$ cat config.mk
export PLATFORM = sky130hd
export DESIGN_NAME = gpio_port_ctrl
export DESIGN_NICKNAME = d
export VERILOG_FILES = /design/src/rtl/gpio_pkg.sv /design/src/rtl/gpio_sync.sv /design/src/rtl/gpio_regfile.sv /design/src/rtl/gpio_pin_mux.sv /design/src/rtl/gpio_port_ctrl.sv
export SDC_FILE = /design/constraint.sdc
export NUM_CORES = 1
export LEC_CHECK = 0
export BUFFER_PORTS_ARGS = -buffer_cell sky130_fd_sc_hd__buf_2
export CAP_MARGIN = 20
export CORE_ASPECT_RATIO = 1.4
export CORE_MARGIN = 2
export CORE_UTILIZATION = 55
export DETAILED_ROUTE_END_ITERATION = 10
export PLACE_DENSITY = 0.8
export SLEW_MARGIN = 25
export SYNTH_ARGS = -nofsm -noshare
export SYNTH_HDL_FRONTEND = slang
export SYNTH_SLANG_ARGS = --single-unit
$ cat constraint.sdc
create_clock -name clk -period 3.2 [get_ports clk]
set_input_delay 0.64 -clock clk [delete_from_list [all_inputs] [get_ports clk]]
set_output_delay 0.64 -clock clk [all_outputs]
set_load 0.03 [all_outputs]
$ cat src/rtl/gpio_pkg.sv
package gpio_pkg;
  typedef enum logic [1:0] {
    OFS_LATCH = 2'd0,
    OFS_PULL  = 2'd1,
    OFS_SLEW  = 2'd2,
    OFS_DIR   = 2'd3
  } gpio_ofs_e;
endpackage

$ cat src/rtl/gpio_sync.sv
module gpio_sync #(
  parameter int WIDTH  = 8,
  parameter int STAGES = 2
) (
  input  logic             clk,
  input  logic             rst,
  input  logic [WIDTH-1:0] async_in,
  output logic [WIDTH-1:0] sync_out
);
  logic [STAGES-1:0][WIDTH-1:0] chain_q;

  always_ff @(posedge clk) begin
    if (rst) chain_q <= '0;
    else     chain_q <= {chain_q[STAGES-2:0], async_in};
  end

  assign sync_out = chain_q[STAGES-1];
endmodule

$ cat src/rtl/gpio_regfile.sv
module gpio_regfile
  import gpio_pkg::*;
#(
  parameter int WIDTH  = 8,
  parameter int ADDR_W = 3
) (
  input  logic              clk,
  input  logic              rst,
  input  logic [ADDR_W-1:0] bus_addr,
  input  logic              bus_wr,
  input  logic [WIDTH-1:0]  bus_wdata,
  input  logic [WIDTH-1:0]  pin_sync,
  output logic [WIDTH-1:0]  latch_q,
  output logic [WIDTH-1:0]  dir_q,
  output logic [WIDTH-1:0]  pull_q,
  output logic [WIDTH-1:0]  slew_q,
  output logic [WIDTH-1:0]  bus_rdata
);
  localparam int OFS_W = 2;

  logic mapped;
  gpio_ofs_e ofs;
  logic [WIDTH-1:0] rd_mux;

  assign mapped = (bus_addr >> OFS_W) == '0;
  assign ofs    = gpio_ofs_e'(bus_addr[OFS_W-1:0]);

  always_ff @(posedge clk) begin
    if (rst) begin
      latch_q <= '0;
      dir_q   <= '0;
      pull_q  <= '0;
      slew_q  <= '0;
    end else if (bus_wr && mapped) begin
      unique case (ofs)
        OFS_LATCH: latch_q <= bus_wdata;
        OFS_PULL:  pull_q  <= bus_wdata;
        OFS_SLEW:  slew_q  <= bus_wdata;
        OFS_DIR:   dir_q   <= bus_wdata;
        default:   ;
      endcase
    end
  end

  always_comb begin
    rd_mux = '0;
    if (mapped) begin
      unique case (ofs)
        OFS_LATCH: rd_mux = (dir_q & latch_q) | (~dir_q & pin_sync);
        OFS_PULL:  rd_mux = pull_q;
        OFS_SLEW:  rd_mux = slew_q;
        OFS_DIR:   rd_mux = dir_q;
        default:   rd_mux = '0;
      endcase
    end
  end

  always_ff @(posedge clk) begin
    if (rst) bus_rdata <= '0;
    else     bus_rdata <= rd_mux;
  end

  assert_unmapped_write_R5: assert property (@(posedge clk) disable iff (rst)
    (bus_wr && !mapped) |=> ($stable(latch_q) && $stable(dir_q) && $stable(pull_q) && $stable(slew_q)));

  assert_unmapped_read_R5: assert property (@(posedge clk) disable iff (rst)
    !mapped |=> bus_rdata == '0);

  assert_dir_write_R4: assert property (@(posedge clk) disable iff (rst)
    (bus_wr && mapped && ofs == OFS_DIR) |=> dir_q == $past(bus_wdata));

  assert_reset_regs_R1: assert property (@(posedge clk)
    rst |=> (latch_q == '0 && dir_q == '0 && pull_q == '0 && slew_q == '0));
endmodule

$ cat src/rtl/gpio_pin_mux.sv
module gpio_pin_mux #(
  parameter int WIDTH = 8
) (
  input  logic             clk,
  input  logic             rst,
  input  logic [WIDTH-1:0] latch_q,
  input  logic [WIDTH-1:0] dir_q,
  input  logic [WIDTH-1:0] pull_q,
  input  logic [WIDTH-1:0] slew_q,
  input  logic [WIDTH-1:0] per_own,
  input  logic [WIDTH-1:0] per_out,
  input  logic [WIDTH-1:0] per_oe,
  output logic [WIDTH-1:0] pin_out,
  output logic [WIDTH-1:0] pin_oe,
  output logic [WIDTH-1:0] pin_pullup,
  output logic [WIDTH-1:0] pin_slew
);
  for (genvar b = 0; b < WIDTH; b++) begin : g_pin
    logic drive;
    logic value;
    assign drive = per_own[b] ? per_oe[b]  : dir_q[b];
    assign value = per_own[b] ? per_out[b] : latch_q[b];

    always_ff @(posedge clk) begin
      if (rst) begin
        pin_out[b]    <= 1'b0;
        pin_oe[b]     <= 1'b0;
        pin_pullup[b] <= 1'b0;
        pin_slew[b]   <= 1'b0;
      end else begin
        pin_out[b]    <= value;
        pin_oe[b]     <= drive;
        pin_pullup[b] <= pull_q[b] & ~dir_q[b] & ~drive;
        pin_slew[b]   <= slew_q[b] & drive;
      end
    end
  end

  assert_pull_not_driven_R6: assert property (@(posedge clk) disable iff (rst)
    (pin_pullup & pin_oe) == '0);

  assert_slew_needs_drive_R7: assert property (@(posedge clk) disable iff (rst)
    (pin_slew & ~pin_oe) == '0);

  assert_owned_pull_dir_R9: assert property (@(posedge clk) disable iff (rst)
    (($past(per_own) & $past(dir_q)) & pin_pullup) == '0);

  assert_reset_pads_R1: assert property (@(posedge clk)
    rst |=> (pin_oe == '0 && pin_pullup == '0 && pin_slew == '0 && pin_out == '0));
endmodule

$ cat src/rtl/gpio_port_ctrl.sv
module gpio_port_ctrl #(
  parameter int WIDTH       = 8,
  parameter int ADDR_W      = 3,
  parameter int SYNC_STAGES = 2
) (
  input  logic              clk,
  input  logic              rst,
  input  logic [ADDR_W-1:0] bus_addr,
  input  logic              bus_wr,
  input  logic [WIDTH-1:0]  bus_wdata,
  output logic [WIDTH-1:0]  bus_rdata,
  input  logic [WIDTH-1:0]  pin_in,
  output logic [WIDTH-1:0]  pin_out,
  output logic [WIDTH-1:0]  pin_oe,
  output logic [WIDTH-1:0]  pin_pullup,
  output logic [WIDTH-1:0]  pin_slew,
  input  logic [WIDTH-1:0]  per_own,
  input  logic [WIDTH-1:0]  per_out,
  input  logic [WIDTH-1:0]  per_oe
);
  logic [WIDTH-1:0] pin_sync, latch_q, dir_q, pull_q, slew_q;

  gpio_sync #(.WIDTH(WIDTH), .STAGES(SYNC_STAGES)) sync_i (
    .clk(clk), .rst(rst), .async_in(pin_in), .sync_out(pin_sync)
  );

  gpio_regfile #(.WIDTH(WIDTH), .ADDR_W(ADDR_W)) regs_i (
    .clk(clk), .rst(rst), .bus_addr(bus_addr), .bus_wr(bus_wr),
    .bus_wdata(bus_wdata), .pin_sync(pin_sync), .latch_q(latch_q),
    .dir_q(dir_q), .pull_q(pull_q), .slew_q(slew_q), .bus_rdata(bus_rdata)
  );

  gpio_pin_mux #(.WIDTH(WIDTH)) mux_i (
    .clk(clk), .rst(rst), .latch_q(latch_q), .dir_q(dir_q), .pull_q(pull_q),
    .slew_q(slew_q), .per_own(per_own), .per_out(per_out), .per_oe(per_oe),
    .pin_out(pin_out), .pin_oe(pin_oe), .pin_pullup(pin_pullup), .pin_slew(pin_slew)
  );
endmodule

* Word-level counts from Yosys, hierarchy flattened
Index checks and enable logic that the tools add are counted.
Cells by class: magnitude comparators 0, reduce and logical (&&, ||, !) cells 8, muxes and demuxes 17, add/subtract/negate cells 0, divide/modulo/power cells 0, multipliers 0, shift-type cells 0, eq/ne operators 3, bitwise gates (word level) 45
Operators by type and width (count):
- 8-bit case mux with 4 select lines | 1
- 1-bit AND | 24
- 1-bit NOT | 17
- 8-bit AND | 2
- 1-bit 2-to-1 mux | 16
- 8-bit NOT | 1
- 8-bit OR | 1
- 2-bit AND reduction | 4
- 2-bit equality test, second input constant | 2
- 3-bit logical NOT | 1
- 2-bit by 1-bit equality test with 1-bit output, second input constant | 1
- 2-bit logical NOT | 1
- 2-bit OR reduction | 1
- 1-bit logical AND | 1
Word-level totals: memories kept 0, bits in read-only memories 0, output and inout bits 40, register bits after elaboration 88, logic and storage cells 112, bits of input ports 46, bits in latches 0, bits in writable memories 0

* Logic depth before layout (Yosys ltp)
Gate-level depths: netlist (run 1).
depth after elaboration 4, mapped depth 5, depth with buffers taken out 3

* Modules after synthesis
A second synthesis (run 1) with hierarchy kept.
Unflattened totals: cell total of the unflattened synthesis 293, area total of the unflattened synthesis 3392.0 um2
Modules (own cells, without submodules):
- gpio_regfile | cells each 161, times used 1, sequential area each 800.8 um2, area each 1700.4 um2
- gpio_pin_mux | cells each 91, times used 1, sequential area each 640.6 um2, area each 1167.4 um2
- gpio_sync | cells each 41, times used 1, sequential area each 320.3 um2, area each 524.3 um2

* Worst setup path after synthesis (run 1)
OpenSTA, ideal clock, no wires.
path kind input to register, start in bus_addr[1], end reg regs_i.bus_rdata[0], setup slack 1.605 ns, buffers on the path 1, arrival time 1.480 ns, stages on the path 3, path through buf_4 -> mux4_2 -> and2_1
Between the ends: cells in the longest elaborated chain, start to end 2, elaborated cells between the ends (all ways) 5
RTL lines:
- from (decl) | RTL line gpio_port_ctrl.sv:8 | input logic [ADDR_W-1:0] bus_addr,
- 2-bit equality test (tied with other cells) | RTL line gpio_regfile.sv:48 | unique case (ofs)
- 8-bit case mux with 4 select lines (*) | RTL line gpio_regfile.sv:48
- to (signal assigned) | RTL line gpio_regfile.sv:60 | else bus_rdata <= rd_mux;
- to (decl) | RTL line gpio_regfile.sv:17 | output logic [WIDTH-1:0] bus_rdata
Every way passes the cells marked *; elsewhere a longest branch is shown, timed or not. A chain may end at the register's enable or synchronous reset.

* Worst setup path after layout (run 1)
start in bus_addr[0], end reg regs_i.pull_q[1]
Between the ends: cells in the longest elaborated chain, start to end 2
RTL lines:
- 2-bit by 1-bit equality test with 1-bit output | RTL line gpio_regfile.sv:35 | unique case (ofs)
- 2-bit AND reduction (no line)
- to (signal assigned) | RTL line gpio_regfile.sv:37 | OFS_PULL: pull_q <= bus_wdata;
- to (decl) | RTL line gpio_regfile.sv:15 | output logic [WIDTH-1:0] pull_q,
No other way between the ends.

==> out/qor.tcl, run 1 <==
set qor(run_status) {finished, final reports clean}
set qor(worstSetupStartpointType) {input port}
set qor(floorplan.die.height_um) 93.4
set qor(area_growth_from_synthesis_to_layout_pct) 21.5
set qor(cts_setup_buffers) 0
set qor(fin_tns_setup_ps) 0
set qor(final.setup_skew_ps) 7.48
set qor(place_congestion) 0.762
set qor(grt_max_degree) 37
set qor(power.static_leakage_nw) 1.69
set qor(crit_type) {input port to flip-flop}
set qor(h-tree-depth) 3
set qor(sw_frac_of_total) 0.244
set qor(antenna_violations_before_repair) 0
set qor(leading_post_synthesis_cells_by_cell_area) {dfxtp_1, mux2i_1, mux4_2}
set qor(instances_no_fill) 450
set qor(crit_required_ps) 3450
set qor(postRouteWirelength_mm) 6.27
set qor(std_cell_rows) 32
set qor(placeableCoreArea_sq_um) 5530
set qor(n_antenna_cell) 0
set qor(hp-class) {flip-flop to flip-flop}
set qor(drt_first_pass_iters) 4
set qor(finalWorstPathRequiredPeriod_ps) 1860
set qor(synth_seq_area_share) 0.561
set qor(syn_warnings) 0
set qor(slew_at_the_pin_closest_to_its_max_slew_limit_ps) 884
set qor(critical_path.max_fanout) 14
set qor(comb_power_share) 0.084
set qor(die-width_um) 67.9
set qor(io_buffer_count) 85
set qor(num_vias) 2288
set qor(drt_first_iter_violations) 165
set qor(mostFrequentLayoutCell) {dfxtp_1}
set qor(power.clock.fraction) 0.351
set qor(fraction_of_layout_instances_using_a_drive_strength_above_1) 0.317
set qor(post_cts_resize_count) 0
set qor(post-route-drc-count) 0
set qor(peakVddDrop_uv) 343
set qor(finalMaxSlewViolations) 0
set qor(clock_tree.buffer_depth) 2
set qor(count_of_final_setup_violators) 0
set qor(initial_core_utilization) 0.569
set qor(fp.dieArea_sq_um) 6340
set qor(worst_skew_pair.late_latency_ps) 360
set qor(setup.worst_path.end_class) {flip-flop}
set qor(synthesis.area_sq_um) 3140
set qor(netSwitchingPower_mw) 0.491
set qor(grt-ovfl-total) 0
set qor(yosys.area.top_type_share) 0.561
set qor(cts.reportedPaths.clkPinSlew_ps) 80
set qor(number_of_storage_elements_in_the_synthesis_netlist) 88
set qor(ys_types) 18
set qor(ctsRootBufferMaster) {clkbuf_8}
set qor(detail_route.vias_per_cell) 5.08
set qor(synthesis.instances) 293
set qor(power-per-cell-area_nw_per_um2) 527
set qor(cts_tree) {yes}
set qor(numCtsBuffers) 9
set qor(final_cycle_utilization_of_the_critical_path) 0.581
set qor(cell_total_after_placement) 434
set qor(pin_count) 86
set qor(first_global_vias) 2137
set qor(max_freq_mhz) 538
set qor(grt_first_pass_wirelength_mm) 9.76
set qor(synth_area_leader_cell) {dfxtp_1}
set qor(synthesis.area_per_instance_sq_um) 10.7
set qor(tritoncts_num_sinks) 88
set qor(cap_viol_max_count) 0
set qor(finalNetCount) 423
set qor(worst_endpoint_data_arrival_time_ps) 2110
set qor(setup_repair_after_global_routing_missed_its_margin) {no}
set qor(p_seq_frac) 0.565
set qor(dp_hpwl_mm) 4.22
set qor(syn_nets) 339
set qor(count_of_hold_buffers_inserted_by_post_cts_repair) 0
set qor(internal_power_mw) 1.52
set qor(gr-usage-all-layers) 0.212
set qor(timing_hold_violations_final) 0
set qor(drt-wirelength-per-cell_um) 13.9
set qor(worst_slew_margin_rel) 0.410
set qor(ant_nets) 0
set qor(mostFrequentLayoutCells) {dfxtp_1, buf_2, nor2_1, nand2_1, mux2i_1}
[power groups by stage]
stage               logic, mW  clock network [mW]  registers [mW]
floorplan              0.0787                   0            1.18
global placement        0.166                   0            1.16
detailed placement      0.170                   0            1.16
CTS                     0.171               0.711            1.14
global route            0.185               0.756            1.14
finish                  0.169               0.707            1.14
[cell families after synthesis]
kind of cell    share of synthesized area
flops                               0.561
simple gates                        0.184
mux                                 0.198
compound gates                     0.0382
buf+inv                            0.0199
[stage by stage]
step	instance area (sq um)	utilization	hold slack (ps)	total power [mW]	setup slack, ps
6_report	3820	0.691	442	2.01	1340
5_1_grt	3820	0.691	458	2.08	1240
4_1_cts	3820	0.691	444	2.02	1350
3_5_place_dp	3630	0.658	425	1.33	984
3_3_place_gp	3630	0.658	421	1.33	1010
2_1_floorplan	3140	-	414	1.26	1610
[synthesized netlist by cell type]
cell type	count
nor2b_1	16
nor2_1	41
nand2_1	40
and4b_1	1
or4b_1	1
mux2i_1	32
clkbuf_1	4
mux2_4	8
a21oi_1	24
buf_2	5
nand4b_1	1
nor4bb_1	2
and2_1	16
buf_1	4
mux4_2	8
buf_4	1
nor4b_4	1
dfxtp_1	88
[flip-flops by register name, indices dropped and copies added (netlist names)]
register / cells
mux_i.pin_oe: 8
mux_i.pin_out: 8
mux_i.pin_pullup: 8
mux_i.pin_slew: 8
regs_i.bus_rdata: 8
regs_i.dir_q: 8
regs_i.latch_q: 8
regs_i.pull_q: 8
regs_i.slew_q: 8
sync_i.chain_q: 8
sync_i.sync_out: 8
[routing by layer]
layer	GRT usage	wire length, um
met1	0.256	2610
met2	0.340	3170
met3	0.0349	349
met4	0.138	134
met5	0	0
[cell type report]
| cell class | count | area [sq um] |
|---|---|---|
| repair buffers | 87 | 440 |
| multi-input cells | 191 | 1350 |
| clock buffers | 12 | 155 |
| fillers | 460 | 1710 |
| well taps | 68 | 85.1 |
| clock inverters | 4 | 28.8 |
| flip-flops and latches | 88 | 1760 |
[worst max-delay path, stage by stage]
cell and delay (ps):
buf_2 330, nor4bb_4 800, mux2i_1 290, nor2_1 50
[worst paths after layout]
| kind | start | to | slack [ps] | depth (start not counted) |
|---|---|---|---|---|
| max | bus_addr[0] | regs_i.pull_q[1] | 1340 | 4 |
| min | sync_i.chain_q[6] | sync_i.sync_out[6] | 440 | 1 |
| max reg2reg | regs_i.dir_q[0] | regs_i.bus_rdata[0] | 1740 | 3 |
| min reg2reg | sync_i.chain_q[6] | sync_i.sync_out[6] | 440 | 1 |
No activity file was read; power rests on OpenSTA's default activity.
==> inputs of run 2 (changes only) <==
--- a/config.mk
+++ b/config.mk
@@ -9,9 +9,9 @@
 export CAP_MARGIN = 20
 export CORE_ASPECT_RATIO = 1.4
 export CORE_MARGIN = 2
-export CORE_UTILIZATION = 55
+export CORE_UTILIZATION = 46
 export DETAILED_ROUTE_END_ITERATION = 10
-export PLACE_DENSITY = 0.8
+export PLACE_DENSITY = 0.71
 export SLEW_MARGIN = 25
 export SYNTH_ARGS = -nofsm -noshare
 export SYNTH_HDL_FRONTEND = slang
==> constraint.sdc (replaced) <==
create_clock -name clk -period 1.68 [get_ports clk]
set_input_delay 0.336 -clock clk [delete_from_list [all_inputs] [get_ports clk]]
set_output_delay 0.336 -clock clk [all_outputs]
set_load 0.03 [all_outputs]
==> run 2 against run 1 <==
  * Combinational power grew 100%
  * Critical path depth shrank 1
  * Register-to-register slack lost 1500 ps
  * Clock power grew 130%
  * Routed wire length grew 5.3%
  * Critical endpoint is now regs_i.bus_rdata[2]
  * Largest power group unchanged
==> out/qor.tcl, run 2 (same netlist as run 1, synthesis figures left out) <==
set qor(critical_path.max_fanout) 5 ;# -9
set qor(pin_count) 86 ;# unchanged
set qor(worst_r2r_path_depth) 3 ;# unchanged
set qor(finalMaxSlewViolations) 0 ;# unchanged
set qor(netSwitchingPower_mw) 0.923 ;# +88%
set qor(final_cycle_utilization_of_the_critical_path) 0.873
set qor(timing_hold_violations_final) 0 ;# unchanged
set qor(drt_first_iter_violations) 93 ;# -44%
set qor(gr-usage-all-layers) 0.184 ;# -0.0274
set qor(detail_route.vias_per_cell) 4.84 ;# -4.9%
set qor(tritoncts_num_sinks) 88 ;# unchanged
set qor(worst_slew_margin_rel) 0.598 ;# +0.188
set qor(post_cts_resize_count) 0 ;# unchanged
set qor(worst_endpoint_data_arrival_time_ps) 1720 ;# -390 ps
set qor(comb_power_share) 0.082 ;# -0.002
set qor(fp.dieArea_sq_um) 7520 ;# +19%
set qor(grt-ovfl-total) 0 ;# unchanged
set qor(placeableCoreArea_sq_um) 6610 ;# +20%
set qor(final.setup_skew_ps) 10.5 ;# +3.02 ps
set qor(clock_tree.buffer_depth) 2 ;# unchanged
set qor(cts.reportedPaths.clkPinSlew_ps) 90 ;# about the same
set qor(fraction_of_layout_instances_using_a_drive_strength_above_1) 0.329 ;# +0.0123
set qor(worst_r2r_start) {regs_i.dir_q[2]}
set qor(count_of_hold_buffers_inserted_by_post_cts_repair) 0 ;# unchanged
set qor(grt_max_degree) 36 ;# -2.7%
set qor(cap_viol_max_count) 0 ;# unchanged
set qor(mostFrequentLayoutCells) {dfxtp_1, buf_2, nor2_1, nand2_1, mux2i_1}
set qor(place_congestion) 0.793 ;# +4.0%
set qor(numCtsBuffers) 9 ;# unchanged
set qor(worst_skew_pair.late_latency_ps) 350 ;# about the same
set qor(fin_tns_setup_ps) 0 ;# unchanged
set qor(count_of_final_setup_violators) 0 ;# unchanged
set qor(num_vias) 2327 ;# +1.7%
set qor(max_freq_mhz) 682
set qor(std_cell_rows) 35 ;# +9.4%
set qor(power-per-cell-area_nw_per_um2) 1040 ;# +98%
set qor(h-tree-depth) 3 ;# unchanged
set qor(setup_repair_after_global_routing_missed_its_margin) {no}
set qor(finalNetCount) 430 ;# +1.7%
set qor(power.static_leakage_nw) 1.76 ;# +3.8%
set qor(initial_core_utilization) 0.475 ;# -0.0935
set qor(reg2reg_setup_slack_ps) 210 ;# -1530 ps
set qor(cts_setup_buffers) 0 ;# unchanged
set qor(mostFrequentLayoutCell) {dfxtp_1}
set qor(internal_power_mw) 3.21 ;# +110%
set qor(antenna_violations_before_repair) 0 ;# unchanged
set qor(num-fill-cells) 558 ;# +21%
set qor(die-width_um) 73.8 ;# +8.8%
set qor(drt-wirelength-per-cell_um) 13.7 ;# -1.5%
set qor(finalWorstPathRequiredPeriod_ps) 1470
set qor(post-route-drc-count) 0 ;# unchanged
set qor(peakVddDrop_uv) 656 ;# +91%
set qor(worstSetupStartpoint) {regs_i.dir_q[2]}
set qor(worstSetupStartpointType) {flip-flop}
set qor(n_antenna_cell) 0 ;# unchanged
set qor(ctsRootBufferMaster) {clkbuf_8}
set qor(power.clock.fraction) 0.395 ;# +0.044
set qor(io_buffer_count) 85 ;# unchanged
set qor(setup.worst_path.end_class) {flip-flop}
set qor(postRouteWirelength_mm) 6.60 ;# +5.3%
set qor(sw_frac_of_total) 0.223 ;# -0.0209
set qor(floorplan.die.height_um) 102 ;# +8.9%
set qor(cts_tree) {yes}
set qor(grt_first_pass_wirelength_mm) 10.4 ;# +6.1%
set qor(ant_nets) 0 ;# unchanged
set qor(run_status) {finished, final reports clean}
set qor(first_global_vias) 2198 ;# +2.9%
set qor(crit_type) {flip-flop to flip-flop}
set qor(hp-class) {input port to flip-flop}
set qor(crit-reg2reg-capture) {regs_i.bus_rdata[2]}
set qor(dp_hpwl_mm) 4.57 ;# +8.4%
set qor(p_seq_frac) 0.523 ;# -0.042
set qor(design_power_total_mw) 4.14 ;# +110%
set qor(slew_at_the_pin_closest_to_its_max_slew_limit_ps) 600 ;# -283 ps
set qor(worstSetupEndpoint) {regs_i.bus_rdata[2]}
set qor(drt_first_pass_iters) 4 ;# unchanged
set qor(crit_required_ps) 1930 ;# -1520 ps
set qor(area_growth_from_synthesis_to_layout_pct) 26.1
-- run 2: cell types whose count changed in the layout (fill, tap and decap cells not counted), sizes merged --
cell | before | now
clkinv | 2 | 1
bufinv | 0 | 2
clkinvlp | 2 | 1
buf | 87 | 94
-- run 2: worst min path at each step --
stage,cells past startpoint,slack [ps],to,from
after CTS,2,140,mux_i.pin_pullup[5],per_oe[5]
after detailed placement,1,420,sync_i.sync_out[7],sync_i.chain_q[7]
after floorplan,1,410,sync_i.sync_out[0],sync_i.chain_q[0]
final,2,160,mux_i.pin_pullup[5],per_oe[5]
after global routing,2,150,mux_i.pin_pullup[5],per_oe[5]
after global placement,1,420,sync_i.sync_out[0],sync_i.chain_q[0]
-- run 2: area by class of cell --
cell class | instances | area (sq um) | share of cell area
clock inverter | 4 | 76.3 | 0.0193
clock buffer | 12 | 155 | 0.0392
tap | 92 | 115 | 0.0291
multi-input combinational | 191 | 1350 | 0.340
sequential | 88 | 1760 | 0.445
timing repair buffer | 94 | 505 | 0.128
-- run 2: routing by layer --
metal  up-vias  global-route usage  wire length (um)  part of all wire
li1       1160                   -                 -                 -
met1      1085               0.221              2770              0.42
met2        68               0.308              3390              0.51
met3        14              0.0458               291             0.044
met4         0              0.0853               144             0.022
met5         -                   0                 0                 0
-- run 2: through the flow --
stage	utilization	setup WS, ps	hold slack, ps	instance area [sq um]	std cells
floorplan	-	314	414	3140	293
global placement	0.564	218	419	3730	465
detailed placement	0.564	170	424	3730	465
CTS	0.599	220	141	3960	481
global route	0.599	179	145	3960	481
finish	0.599	214	156	3960	481
-- run 2: worst max-delay path, stage by stage, from the launching register on --
cell and delay [ps]:
dfxtp_1 430, mux2_4 320, mux4_2 450, and2_1 170
-- run 2: power by group through the flow --
stage / clock [mW] / sequential [mW] / combinational [mW]
floorplan: 0 / 2.25 / 0.150
global placement: 0 / 2.21 / 0.333
finish: 1.63 / 2.16 / 0.340
global route: 1.77 / 2.17 / 0.371
detailed placement: 0 / 2.21 / 0.341
CTS: 1.66 / 2.16 / 0.342
==> inputs of run 3 (changes only) <==
--- a/config.mk
+++ b/config.mk
@@ -7,7 +7,7 @@
 export LEC_CHECK = 0
 export BUFFER_PORTS_ARGS = -buffer_cell sky130_fd_sc_hd__buf_2
 export CAP_MARGIN = 20
-export CORE_ASPECT_RATIO = 1.4
+export CORE_ASPECT_RATIO = 1.1
 export CORE_MARGIN = 2
 export CORE_UTILIZATION = 46
 export DETAILED_ROUTE_END_ITERATION = 10
==> run 3 against run 2 <==
  * Via count is 0.86% lower
  * Register-to-register slack about the same
  * Cell count decreased by 1.5%
  * Largest cell class unchanged
  * Critical path type unchanged
  * Sequential power is essentially flat
  * Non-clock buffer count rose by 3
  * Count of clock-buffer cells in the layout is 2 lower
  * Utilization grew 0.095 points
  * Routed wire length is 5.6% lower
  * Clock power about the same
  * Hold slack improved by 1.9 ps
  * Combinational power fell by 2%
  * Setup slack better by 6.6 ps
==> out/qor.tcl, run 3 (same netlist as run 1, synthesis figures left out) <==
set qor(setup_repair_after_global_routing_missed_its_margin) {no}
set qor(crit_required_ps) 1930 ;# about the same
set qor(num-fill-cells) 584 ;# +4.7%
set qor(max_freq_mhz) 685 ;# +0.45%
set qor(worst_endpoint_data_arrival_time_ps) 1710 ;# about the same
set qor(area_growth_from_synthesis_to_layout_pct) 25.9
set qor(internal_power_mw) 3.18 ;# -1.1%
set qor(die-width_um) 82.8 ;# +12%
set qor(h-tree-depth) 3 ;# unchanged
set qor(cell_total_after_placement) 458 ;# -1.5%
set qor(cts_tree) {yes}
set qor(design_power_total_mw) 4.13 ;# -0.15%
set qor(floorplan.die.height_um) 90.7 ;# -11%
set qor(netSwitchingPower_mw) 0.953 ;# +3.3%
set qor(worst_slew_margin_rel) 0.584 ;# -0.0138
set qor(fraction_of_layout_instances_using_a_drive_strength_above_1) 0.337 ;# +0.00769
set qor(p_seq_frac) 0.524 ;# about the same
set qor(grt_first_pass_wirelength_mm) 10.3 ;# -0.47%
set qor(hp-class) {input port to flip-flop}
set qor(timing.hold.ws_ps) 158 ;# +1.87 ps
set qor(power-per-cell-area_nw_per_um2) 1040 ;# about the same
set qor(cap_viol_max_count) 0 ;# unchanged
set qor(grt_max_degree) 46 ;# +28%
set qor(detail_route.vias_per_cell) 4.87 ;# +0.60%
set qor(numCtsBuffers) 9 ;# unchanged
set qor(final_cycle_utilization_of_the_critical_path) 0.869 ;# -0.00391
set qor(initial_core_utilization) 0.476 ;# +0.00135
set qor(ant_nets) 0 ;# unchanged
set qor(worst_hold_path.num_cells) 2 ;# unchanged
set qor(fin_tns_setup_ps) 0 ;# unchanged
set qor(first_global_vias) 2264 ;# +3.0%
set qor(drt_first_iter_violations) 55 ;# -41%
set qor(pin_count) 86 ;# unchanged
set qor(critical_path.max_fanout) 5 ;# unchanged
set qor(mostFrequentLayoutCell) {dfxtp_1}
set qor(io_buffer_count) 85 ;# unchanged
set qor(count_of_hold_buffers_inserted_by_post_cts_repair) 0 ;# unchanged
set qor(finalMaxSlewViolations) 0 ;# unchanged
set qor(setup.worst_path.end_class) {flip-flop}
set qor(ctsRootBufferMaster) {clkbuf_8}
set qor(drt_first_pass_iters) 4 ;# unchanged
set qor(grt-ovfl-total) 0 ;# unchanged
set qor(std_cell_rows) 31 ;# -11%
set qor(drt-wirelength-per-cell_um) 13.1 ;# -4.2%
set qor(power.clock.fraction) 0.395 ;# about the same
set qor(tritoncts_num_sinks) 88 ;# unchanged
set qor(finalWorstPathRequiredPeriod_ps) 1460 ;# -6.57 ps
set qor(n_antenna_cell) 0 ;# unchanged
set qor(power.static_leakage_nw) 1.77 ;# +0.89%
set qor(sw_frac_of_total) 0.231 ;# +0.00774
set qor(instances_no_fill) 474 ;# -1.5%
set qor(fp.dieArea_sq_um) 7510 ;# -0.12%
set qor(crit_type) {flip-flop to flip-flop}
set qor(cts_setup_buffers) 0 ;# unchanged
set qor(gr-usage-all-layers) 0.182 ;# -0.00220
set qor(multi_input_comb_area_sq_um) 1350 ;# unchanged
set qor(worst_r2r_path_depth) 3 ;# unchanged
set qor(placeableCoreArea_sq_um) 6590 ;# -0.28%
set qor(place_congestion) 0.711 ;# -10%
set qor(slew_at_the_pin_closest_to_its_max_slew_limit_ps) 621 ;# +20.6 ps
set qor(worst_skew_pair.late_latency_ps) 360 ;# about the same
set qor(comb_power_share) 0.081 ;# about the same
set qor(clock_tree.buffer_depth) 2 ;# unchanged
set qor(final.setup_skew_ps) 13.0 ;# +2.46 ps
set qor(timing_hold_violations_final) 0 ;# unchanged
set qor(cts.reportedPaths.clkPinSlew_ps) 90 ;# about the same
set qor(num_vias) 2307 ;# -0.86%
set qor(antenna_violations_before_repair) 0 ;# unchanged
set qor(count_of_final_setup_violators) 0 ;# unchanged
set qor(run_status) {finished, final reports clean}
set qor(finalNetCount) 433 ;# +0.70%
set qor(mostFrequentLayoutCells) {dfxtp_1, buf_2, nor2_1, nand2_1, mux2i_1}
set qor(peakVddDrop_uv) 622 ;# -5.3%
set qor(post-route-drc-count) 0 ;# unchanged
set qor(dp_hpwl_mm) 4.44 ;# -3.0%
set qor(post_cts_resize_count) 0 ;# unchanged
set qor(register_area_sq_um) 1760 ;# unchanged
set qor(postRouteWirelength_mm) 6.23 ;# -5.6%
set qor(worstSetupStartpointType) {flip-flop}
## run 3: through the flow
stage | util | setup WS, ps | area [sq um]
after CTS | 0.600 | 215 | 3960
final | 0.600 | 221 | 3960
after global placement | 0.565 | 155 | 3730
after floorplan | - | 314 | 3140
after detailed placement | 0.565 | 116 | 3730
after global routing | 0.600 | 184 | 3960
## run 3: worst max-delay path, cell delays in order, from the launching register on
cell,delay (ps)
dfxtp_1,440
mux2_4,320
mux4_2,440
and2_1,170
## run 3: worst paths after layout
check | from | to | slack [ps]
worst max-delay path | regs_i.dir_q[7] | regs_i.bus_rdata[7] | 220
worst min-delay path | per_oe[7] | mux_i.pin_pullup[7] | 160
worst max register to register | regs_i.dir_q[7] | regs_i.bus_rdata[7] | 220
worst min register to register | sync_i.chain_q[2] | sync_i.sync_out[2] | 440
## run 3: final cells by class
| cell class | count | share of cell area |
|---|---|---|
| clock buffer | 10 | 0.0348 |
| timing repair buffer | 97 | 0.130 |
| clock inverter | 6 | 0.0231 |
| tap | 82 | 0.0259 |
| multi-input combinational | 191 | 0.341 |
| sequential | 88 | 0.445 |
## run 3: metal layers
| layer | vias up | share of wire | GRT usage |
|---|---|---|---|
| met1 | 1066 | 0.48 | 0.244 |
| met5 | - | 0 | 0 |
| met2 | 63 | 0.46 | 0.280 |
| met3 | 8 | 0.050 | 0.0430 |
| li1 | 1170 | - | - |
| met4 | 0 | 0.0095 | 0.0738 |
## run 3: power groups by stage
stage / Clock [mW] / Sequential [mW] / Combinational, mW
4_1_cts: 1.68 / 2.16 / 0.337
5_1_grt: 1.74 / 2.17 / 0.368
6_report: 1.63 / 2.16 / 0.334
3_5_place_dp: 0 / 2.21 / 0.336
3_3_place_gp: 0 / 2.21 / 0.330
2_1_floorplan: 0 / 2.25 / 0.150
